File: src/rtl/clkdiv_pkg.sv
package clkdiv_pkg;

    parameter int unsigned CS_W  = 5;
    parameter int unsigned EXT_W = 6;
    parameter int unsigned SPC_W = 4;

    localparam int unsigned SEL_W = CS_W + EXT_W;
    localparam int unsigned CNT_W = SEL_W + 1;

    localparam int unsigned CTL_W    = CS_W + 2;
    localparam int unsigned CTL_EN   = CS_W;
    localparam int unsigned CTL_FAST = CS_W + 1;

    typedef enum logic [1:0] {
        PH_IDLE,
        PH_LOW,
        PH_WAIT,
        PH_HIGH
    } phase_t;

    typedef struct packed {
        logic [CNT_W-1:0] lo_len;
        logic [CNT_W-1:0] hi_len;
        logic [SPC_W-1:0] spc;
    } bit_cfg_t;

    function automatic logic [CNT_W-1:0] high_len(input logic [CNT_W-1:0] n,
                                                  input logic fast);
        return fast ? (n >> 1) : n;
    endfunction

endpackage

File: src/rtl/clkdiv_cfg.sv
module clkdiv_cfg
    import clkdiv_pkg::*;
(
    input  logic [CS_W-1:0]  sel_lo,
    input  logic [EXT_W-1:0] sel_hi,
    input  logic             fast,
    input  logic [SPC_W-1:0] spc,
    output bit_cfg_t         cfg
);

    logic [SEL_W-1:0] sel;
    logic [CNT_W-1:0] n_cnt;

    always_comb begin
        sel        = {sel_hi, sel_lo};
        n_cnt      = CNT_W'(sel) + CNT_W'(1);
        cfg.lo_len = n_cnt + CNT_W'(1);
        cfg.hi_len = high_len(n_cnt, fast);
        cfg.spc    = spc;
    end

endmodule

File: src/rtl/clkdiv_phase.sv
module clkdiv_phase
    import clkdiv_pkg::*;
(
    input  logic     clk,
    input  logic     rst,
    input  logic     en,
    input  logic     scl_in,
    input  bit_cfg_t nxt_cfg,
    output logic     scl_low_req,
    output logic     bit_tick,
    output logic     spc_strobe
);

    phase_t           ph;
    logic [CNT_W-1:0] cnt;
    bit_cfg_t         cur;
    logic             hi_empty;
    logic             lo_last;
    logic             hi_last;

    always_comb begin
        hi_empty    = (cur.hi_len == '0);
        lo_last     = (cnt == cur.lo_len - CNT_W'(1));
        hi_last     = (cnt == cur.hi_len - CNT_W'(1));
        scl_low_req = (ph == PH_LOW);
        bit_tick    = ((ph == PH_WAIT) && scl_in && hi_empty) ||
                      ((ph == PH_HIGH) && hi_last);
        spc_strobe  = ((ph == PH_WAIT) && scl_in && (cur.spc == '0)) ||
                      ((ph == PH_HIGH) && ((cnt + CNT_W'(1)) == CNT_W'(cur.spc)));
    end

    always_ff @(posedge clk) begin
        if (rst || !en) begin
            ph  <= PH_IDLE;
            cnt <= '0;
            if (rst) cur <= '0;
        end else begin
            unique case (ph)
                PH_IDLE: begin
                    ph  <= PH_LOW;
                    cnt <= '0;
                    cur <= nxt_cfg;
                end
                PH_LOW: begin
                    if (lo_last) begin
                        ph  <= PH_WAIT;
                        cnt <= '0;
                    end else begin
                        cnt <= cnt + CNT_W'(1);
                    end
                end
                PH_WAIT: begin
                    if (scl_in) begin
                        cnt <= '0;
                        if (hi_empty) begin
                            ph  <= PH_LOW;
                            cur <= nxt_cfg;
                        end else begin
                            ph <= PH_HIGH;
                        end
                    end
                end
                PH_HIGH: begin
                    if (hi_last) begin
                        ph  <= PH_LOW;
                        cnt <= '0;
                        cur <= nxt_cfg;
                    end else begin
                        cnt <= cnt + CNT_W'(1);
                    end
                end
                default: ph <= PH_IDLE;
            endcase
        end
    end


    en_off_chk: assert property (@(posedge clk) disable iff (rst)
        !en |=> (!scl_low_req && !bit_tick && !spc_strobe));


    stretch_hold_chk: assert property (@(posedge clk) disable iff (rst)
        (en && ph == PH_WAIT && !scl_in) |=> !scl_low_req);


    tick_then_low_chk: assert property (@(posedge clk) disable iff (rst)
        (bit_tick && en) |=> scl_low_req);


    tick_released_chk: assert property (@(posedge clk) disable iff (rst)
        bit_tick |-> !scl_low_req);


    low_bound_chk: assert property (@(posedge clk) disable iff (rst)
        (ph == PH_LOW) |-> (cnt < cur.lo_len));


    cfg_stable_chk: assert property (@(posedge clk) disable iff (rst)
        (en && ph == PH_LOW && cnt != '0) |-> $stable(cur));

endmodule

File: src/rtl/scl_clk_div.sv
module scl_clk_div
    import clkdiv_pkg::*;
(
    input  logic             clk,
    input  logic             rst,
    input  logic [CTL_W-1:0] ctl_reg,
    input  logic [EXT_W-1:0] ext_reg,
    input  logic [SPC_W-1:0] spc_cnt,
    input  logic             scl_in,
    output logic             scl_low_req,
    output logic             bit_tick,
    output logic             spc_strobe
);

    bit_cfg_t nxt_cfg;

    clkdiv_cfg u_cfg (
        .sel_lo (ctl_reg[CS_W-1:0]),
        .sel_hi (ext_reg),
        .fast   (ctl_reg[CTL_FAST]),
        .spc    (spc_cnt),
        .cfg    (nxt_cfg)
    );

    clkdiv_phase u_phase (
        .clk         (clk),
        .rst         (rst),
        .en          (ctl_reg[CTL_EN]),
        .scl_in      (scl_in),
        .nxt_cfg     (nxt_cfg),
        .scl_low_req (scl_low_req),
        .bit_tick    (bit_tick),
        .spc_strobe  (spc_strobe)
    );


    reset_quiet_chk: assert property (@(posedge clk)
        rst |=> (!scl_low_req && !bit_tick && !spc_strobe));

endmodule

File: config.mk
export PLATFORM = sky130hd
export DESIGN_NAME = scl_clk_div
export DESIGN_NICKNAME = d
export VERILOG_FILES = /design/src/rtl/clkdiv_pkg.sv /design/src/rtl/clkdiv_cfg.sv /design/src/rtl/clkdiv_phase.sv /design/src/rtl/scl_clk_div.sv
export SDC_FILE = /design/constraint.sdc
export NUM_CORES = 1
export LEC_CHECK = 0
export CORE_ASPECT_RATIO = 1.2
export CORE_MARGIN = 3
export CORE_UTILIZATION = 60
export DETAILED_ROUTE_END_ITERATION = 16
export DONT_BUFFER_PORTS = 1
export GPL_TIMING_DRIVEN = 0
export HOLD_SLACK_MARGIN = 0.03
export PLACE_DENSITY = 0.8
export SYNTH_ARGS = -nofsm -noshare
export SYNTH_HDL_FRONTEND = slang
export SYNTH_SLANG_ARGS = --single-unit
File: constraint.sdc
create_clock -name clk -period 4.2 [get_ports clk]
set_input_delay 0.21 -clock clk [delete_from_list [all_inputs] [get_ports clk]]
set_output_delay 0.21 -clock clk [all_outputs]
set_load 0.01 [all_outputs]
# Yosys cells after proc, flatten, opt, wreduce, memory -nomap -nowiden
# Cells that the tools add are included.
[totals] inputBits=20 word_cells=54 regBits=42
[classes] mux=16 n_eq_ne=13 add_sub_neg=5 n_reduce_logical=15
[ops] operator="28-bit two-way mux" count=5
[ops] operator="28-bit case mux with 3 select lines" count=1
[ops] operator="12-bit two-way mux" count=4
[ops] operator="12-bit case mux with 4 select lines" count=1
[ops] operator="12-bit by 1-bit adder with 12-bit output, second input constant" count=2
[ops] operator="12-bit equality test" count=2
[ops] operator="12-bit by 1-bit subtractor with 12-bit output, second input constant" count=2
[ops] operator="11-bit by 1-bit adder with 12-bit output, second input constant" count=1
[ops] operator="12-bit by 4-bit equality test with 1-bit output" count=1
[ops] operator="12-bit zero test" count=1
[ops] operator="2-bit two-way mux" count=4
[ops] operator="2-bit case mux with 4 select lines" count=1
[ops] operator="3-bit by 2-bit != test with 1-bit output, second input constant" count=2
[ops] operator="1-bit logical AND" count=5
[ops] operator="5-bit AND reduction" count=1
[ops] operator="2-bit equality test, second input constant" count=2
[ops] operator="4-bit zero test" count=1
[ops] operator="2-bit by 1-bit != test with 1-bit output, second input constant" count=2
[ops] operator="2-bit != test, second input constant" count=2
[ops] operator="4-bit nonzero test" count=1
[ops] operator="1-bit logical OR" count=3
[ops] operator="3-bit != test, second input constant" count=1
[ops] operator="3-bit AND reduction" count=1
[ops] operator="2-bit by 1-bit equality test with 1-bit output, second input constant" count=1
[ops] operator="other kinds (2)" count=2

# Depth between registers and ports, before layout
[logic_depth] ltp_word=6 mapped_depth=11

# Hierarchy
# From an unflattened synthesis, not the netlist that was laid out.
[hier_totals] hier_cells=442 hier_area_um2=3863.7
[by_module_without_submodules] module="clkdiv_phase" cells_per_inst=326 n_inst=1 area_per_inst_um2=3024.2
[by_module_without_submodules] module="clkdiv_cfg" cells_per_inst=116 n_inst=1 area_per_inst_um2=839.6

# Worst setup path before layout
# Ideal clock, no wire load.
[synth_path] path_type="flip-flop to flip-flop" startpoint="register u_phase.cur[4] in the netlist's numbering" endpoint="register u_phase.cur[0] in the netlist's numbering, enable pin" path_buffers=0 synth_period_minus_slack_ns=3.087 arrival_time_ns=2.703 stages_incl_launch_ff=9 slack_ns=1.113 setup_ns=0.384 cell_sequence="edfxtp_1 > inv_1 > ha_1 > or4b_1 > or2_1 > a2111oi_2 > o211ai_1 > o21ai_2 > a21o_1"
[synth_via] elab_chain_cells=4 word_cells_on_any_way=6 classes_between="add/sub (1); eq/ne (3); reduce/logical (2)"
[synth_rtl] element="start: declaration" line="clkdiv_phase.sv:16" source="bit_cfg_t cur;"
[synth_rtl] element="start signal: assignment" line="clkdiv_phase.sv:42" source="cur <= nxt_cfg;"
[synth_rtl] element="start signal: assignment" line="clkdiv_phase.sv:57" source="cur <= nxt_cfg;"
[synth_rtl] element="start signal: assignment" line="clkdiv_phase.sv:67" source="cur <= nxt_cfg;"
[synth_rtl] element="12-bit by 1-bit subtractor with 12-bit output" line="clkdiv_phase.sv:24" source="hi_last = (cnt == cur.hi_len - CNT_W'(1));"
[synth_rtl] element="12-bit equality test" line="clkdiv_phase.sv:24"
[synth_rtl] element="3-bit by 2-bit != test with 1-bit output (no line)"
[synth_rtl] element="5-bit AND reduction (no line) (*)"
# Every way passes the cells marked *; elsewhere a longest branch is shown, timed or not.
# A chain may end at the register's enable or synchronous reset.

# Worst setup path after layout
[layout_path] startpoint="register u_phase.cur[4] in the netlist's numbering" endpoint="register u_phase.cur[17] in the netlist's numbering, enable pin"
# Same word-level chain as after synthesis.

==> results.txt <==
----------------------------------------------------
[Clocking]
  Postcts setup bufs ... 0
  Insertion delay to the later sink of the worst-skew pair ... 0.30 ns
  CTS HTree Levels ... 2
  Number of buffers inserted during clock tree synthesis ... 5
  Clk root buf ... sky130_fd_sc_hd__clkbuf_8
  Resized Gates After CTS ... 0
  CTS clock-pin slew for the worst setup and hold paths ... 0.09 ns
  Post-CTS Hold Buffers ... 0
  Sink Count ... 42
  Clock buffer depth ... 2
  TritonCTS clock tree ... yes

[Synth]
  Synth Cell Area ... 3440 um2
  Area contributors post-synth ... sky130_fd_sc_hd__edfxtp_1 (24%), sky130_fd_sc_hd__dfxtp_1 (8.2%), sky130_fd_sc_hd__xnor2_1 (6.9%)
  Most used DFF post-synth ... sky130_fd_sc_hd__edfxtp_1
  Mapped Cells ... 410
  Top cell types by occurrence after synthesis ... sky130_fd_sc_hd__nor2_1 (37), sky130_fd_sc_hd__edfxtp_1 (28), sky130_fd_sc_hd__nand2_1 (28)
  Sequential fraction of the synthesis area ... 32.6%
  Most area-hungry cell type in the Yosys netlist ... sky130_fd_sc_hd__edfxtp_1
  Total number of yosys warnings ... 0
  Synthesized area divided by synthesized cell count ... 8.39 um2
  Ys async rst share ... 0%
  Syn Nets ... 440
  Share of the synthesized area in the top cell type ... 24.5%
  Most repeated cell in the gate-level netlist after synthesis ... sky130_fd_sc_hd__nor2_1
  Number of distinct standard cells referenced by the synthesized netlist ... 59
  Number of enable-type register cells in the synthesized netlist ... 28
  Number of flip-flops and latches in the synthesized netlist ... 42

[Min path]
  Hold path endpoint ... u_phase.cur[3]
  Worst hold path cell count ... 1
  Origin of the worst min-delay path ... spc_cnt[3]
  Class of the most critical hold timing path ... in -> reg

[Timing]
  Relative slew slack ... 30.5%
  Number of failing hold endpoints at the final stage ... 0
  Final clock skew ... 0.0120 ns
  Min cycle time layout ... 3.49 ns
  Max-slew violations ... 0
  Period Utilization, post-route ... 83.1%
  Final setup TNS ... 0 ns
  Unrepaired setup endpoints after global routing ... false
  Max Clock Freq ... 286 MHz
  Finish-stage setup viols ... 0
  Worst Max-Slew Pin Slew ... 1.04 ns

[Pwr]
  Overall power ... 1.05 mW
  Static leakage ... 1.33 nW
  Pwr Density ... 289 nW/um2
  Maximum vdd drop ... 0.156 mV

[Worst setup path]
  Capture point of the worst reg-to-reg path ... u_phase.cur[17]
  Setup slack on the worst flop-to-flop path ... 0.71 ns
  Kind of capture point of the worst setup path ... flip-flop
  Number of cell instances on the worst register-to-register path ... 8
  Cell at the slowest stage of the critical path ... sky130_fd_sc_hd__a21o_1
  CP cell instances ... inv_1 -> ha_1 -> or4b_1 -> or2_1 -> a2111oi_2 -> o211ai_1 -> o21ai_2 -> a21o_1
  Required time of the critical path ... 4.11 ns
  Beginning of the worst register-to-register path ... u_phase.cur[4]
  Endpoint arrival time on the critical path ... 3.40 ns
  Max stage delay on crit path ... 0.83 ns
  Classification of the worst setup path ... reg -> reg
  Maximum fanout along the worst path ... 28
  Crit start category ... flip-flop

[Detailed routing]
  Vias ... 3044
  Vias per cell ... 6.34
  Antenna violation net count after detailed routing ... 0
  Number of DRC markers after the initial detailed-route iteration ... 199
  Total Routed Length ... 7.98 mm
  Per-cell routed wire length ... 16.6 um
  Length of the first detailed-routing pass in iterations ... 5
  Post-route DRC violation count ... 0

[GRT]
  Maximum number of pins on one net before global-route repair ... 29
  Antenna violations before repair ... 0
  Vias in the first global route ... 2860
  First-pass GRT wire length ... 13.0 mm
  Aggregate global-route resource usage ... 25.7%
  Congestion Overflow GR ... 0

[Placed design]
  Placer congestion estimate ... 0.870
  Cell area after placement ... 3520 um2
  Port Buffer Count ... 0
  Detailed-placement wirelength estimate ... 6.15 mm

[Cells and area]
  Layout cells sized above 1 ... 5.26%
  Net count of the finished layout ... 447
  Number of antenna cells inserted ... 0
  Total non-filler cell area in the finished layout ... 3620 um2
  Final standard cell utilization of the core ... 67.0%
  Signed area change from the synthesized netlist to the final layout ... 5.42%
  Fill cell total of the finished layout ... 454

[Floorplanning]
  Horizontal die dimension ... 75.1 um
  Num ports ... 23
  Total number of placement rows ... 29
  Effective utilization at floorplan ... 63.6%
  Die Height ... 88.9 um
  Core box area ... 5410 um2
  Area of the die ... 6680 um2

[Status]
  Outcome ... completed

[Job]
  Total of max-cap violations ... 0

----------------------------------------------------
## cell usage in the layout (no fill, tap or decap), types with 3 or more instances in the layout
master / netlist / layout
sky130_fd_sc_hd__nor2_1: 37 / 37
sky130_fd_sc_hd__nand2_1: 28 / 28
sky130_fd_sc_hd__edfxtp_1: 28 / 28
sky130_fd_sc_hd__xnor2_1: 27 / 27
sky130_fd_sc_hd__nand3_1: 24 / 24
sky130_fd_sc_hd__xor2_1: 20 / 20
sky130_fd_sc_hd__nor3_1: 20 / 20
sky130_fd_sc_hd__a21oi_1: 18 / 18
sky130_fd_sc_hd__clkbuf_1: 17 / 17
sky130_fd_sc_hd__dfxtp_1: 14 / 14
sky130_fd_sc_hd__nor2b_1: 13 / 13
sky130_fd_sc_hd__o21ai_0: 13 / 13
sky130_fd_sc_hd__and2_1: 13 / 13
sky130_fd_sc_hd__inv_1: 11 / 11
sky130_fd_sc_hd__and3_1: 11 / 11
sky130_fd_sc_hd__ha_1: 10 / 10
sky130_fd_sc_hd__nor4_1: 9 / 9
sky130_fd_sc_hd__a211oi_1: 9 / 9
sky130_fd_sc_hd__nand2b_1: 6 / 6
sky130_fd_sc_hd__or4_1: 5 / 5
sky130_fd_sc_hd__a31oi_1: 5 / 5
sky130_fd_sc_hd__clkbuf_8: 0 / 5
sky130_fd_sc_hd__or3_1: 4 / 4
sky130_fd_sc_hd__a21o_1: 4 / 4
sky130_fd_sc_hd__nand4_1: 4 / 4
sky130_fd_sc_hd__or2_1: 3 / 3
sky130_fd_sc_hd__buf_2: 3 / 3
sky130_fd_sc_hd__o31ai_1: 3 / 3
sky130_fd_sc_hd__nor3b_1: 3 / 3
sky130_fd_sc_hd__o2111ai_1: 3 / 3
sky130_fd_sc_hd__o21ai_1: 3 / 3
## per-stage QoR
step	hold WS (ns)	cells	worst slack, ns
after CTS	0.103	480	0.684
final	0.105	480	0.709
after global routing	0.0943	480	0.397
after global placement	0.410	472	0.784
after detailed placement	0.412	472	0.695
after floorplan	0.408	410	1.11
## critical path: cells and delay by family (launching register included)
kind / cells / cell delay [ns]
fa+ha+maj: 1 / 0.22
compound gates: 4 / 1.51
buf+inv: 1 / 0.10
flops: 1 / 0.46
simple gates: 2 / 0.81
## how the worst max path moves through the flow
stage,slack (ns),end,cells after the start,start
global route,0.40,u_phase.cur[17],8,u_phase.cur[4]
finish,0.71,u_phase.cur[17],8,u_phase.cur[4]
floorplan,1.11,u_phase.cur[0],8,u_phase.cur[4]
detailed placement,0.69,u_phase.cur[17],8,u_phase.cur[4]
global placement,0.78,u_phase.cur[2],8,u_phase.cur[4]
CTS,0.68,u_phase.cur[17],8,u_phase.cur[4]
## registers in the layout, indices dropped and copies added (netlist names)
register	cells
u_phase.cur	28
u_phase.cnt	12
u_phase.ph	2
## report_power, final
part	switching (mW)	total, mW	internal [mW]
Clock	0.139	0.314	0.175
Sequential	0.0323	0.505	0.473
Combinational	0.131	0.229	0.0981
Total	0.303	1.05	0.746
## metal layers
layer / GRT usage (%) / routed length (um) / vias up
li1: - / - / 1518
met1: 29.4 / 3240 / 1389
met2: 45.2 / 3990 / 109
met3: 4.72 / 408 / 28
met4: 13.3 / 340 / 0
met5: 0 / 0 / -
## cells by family after synthesis
group,after synthesis,share of synthesized area [%]
and+or+nand+nor,196,31.1
AOI/OAI and AO/OA,80,16.4
xor gates and xnor gates,47,12.0
DFF,42,32.6
buffers and inverters,33,3.71
adders and majority gates,10,3.64
muxes,2,0.582
## cell type report
cell class | count | area [um2] | area share [%]
Clock buffer | 5 | 68.8 | 1.90
Inverter | 11 | 41.3 | 1.14
Buffer | 22 | 86.3 | 2.38
Tap cell | 62 | 77.6 | 2.14
Clock inverter | 3 | 40.0 | 1.10
Multi-Input combinational cell | 335 | 2190 | 60.4
Sequential cell | 42 | 1120 | 30.9
(Power assumes the default switching activity.)
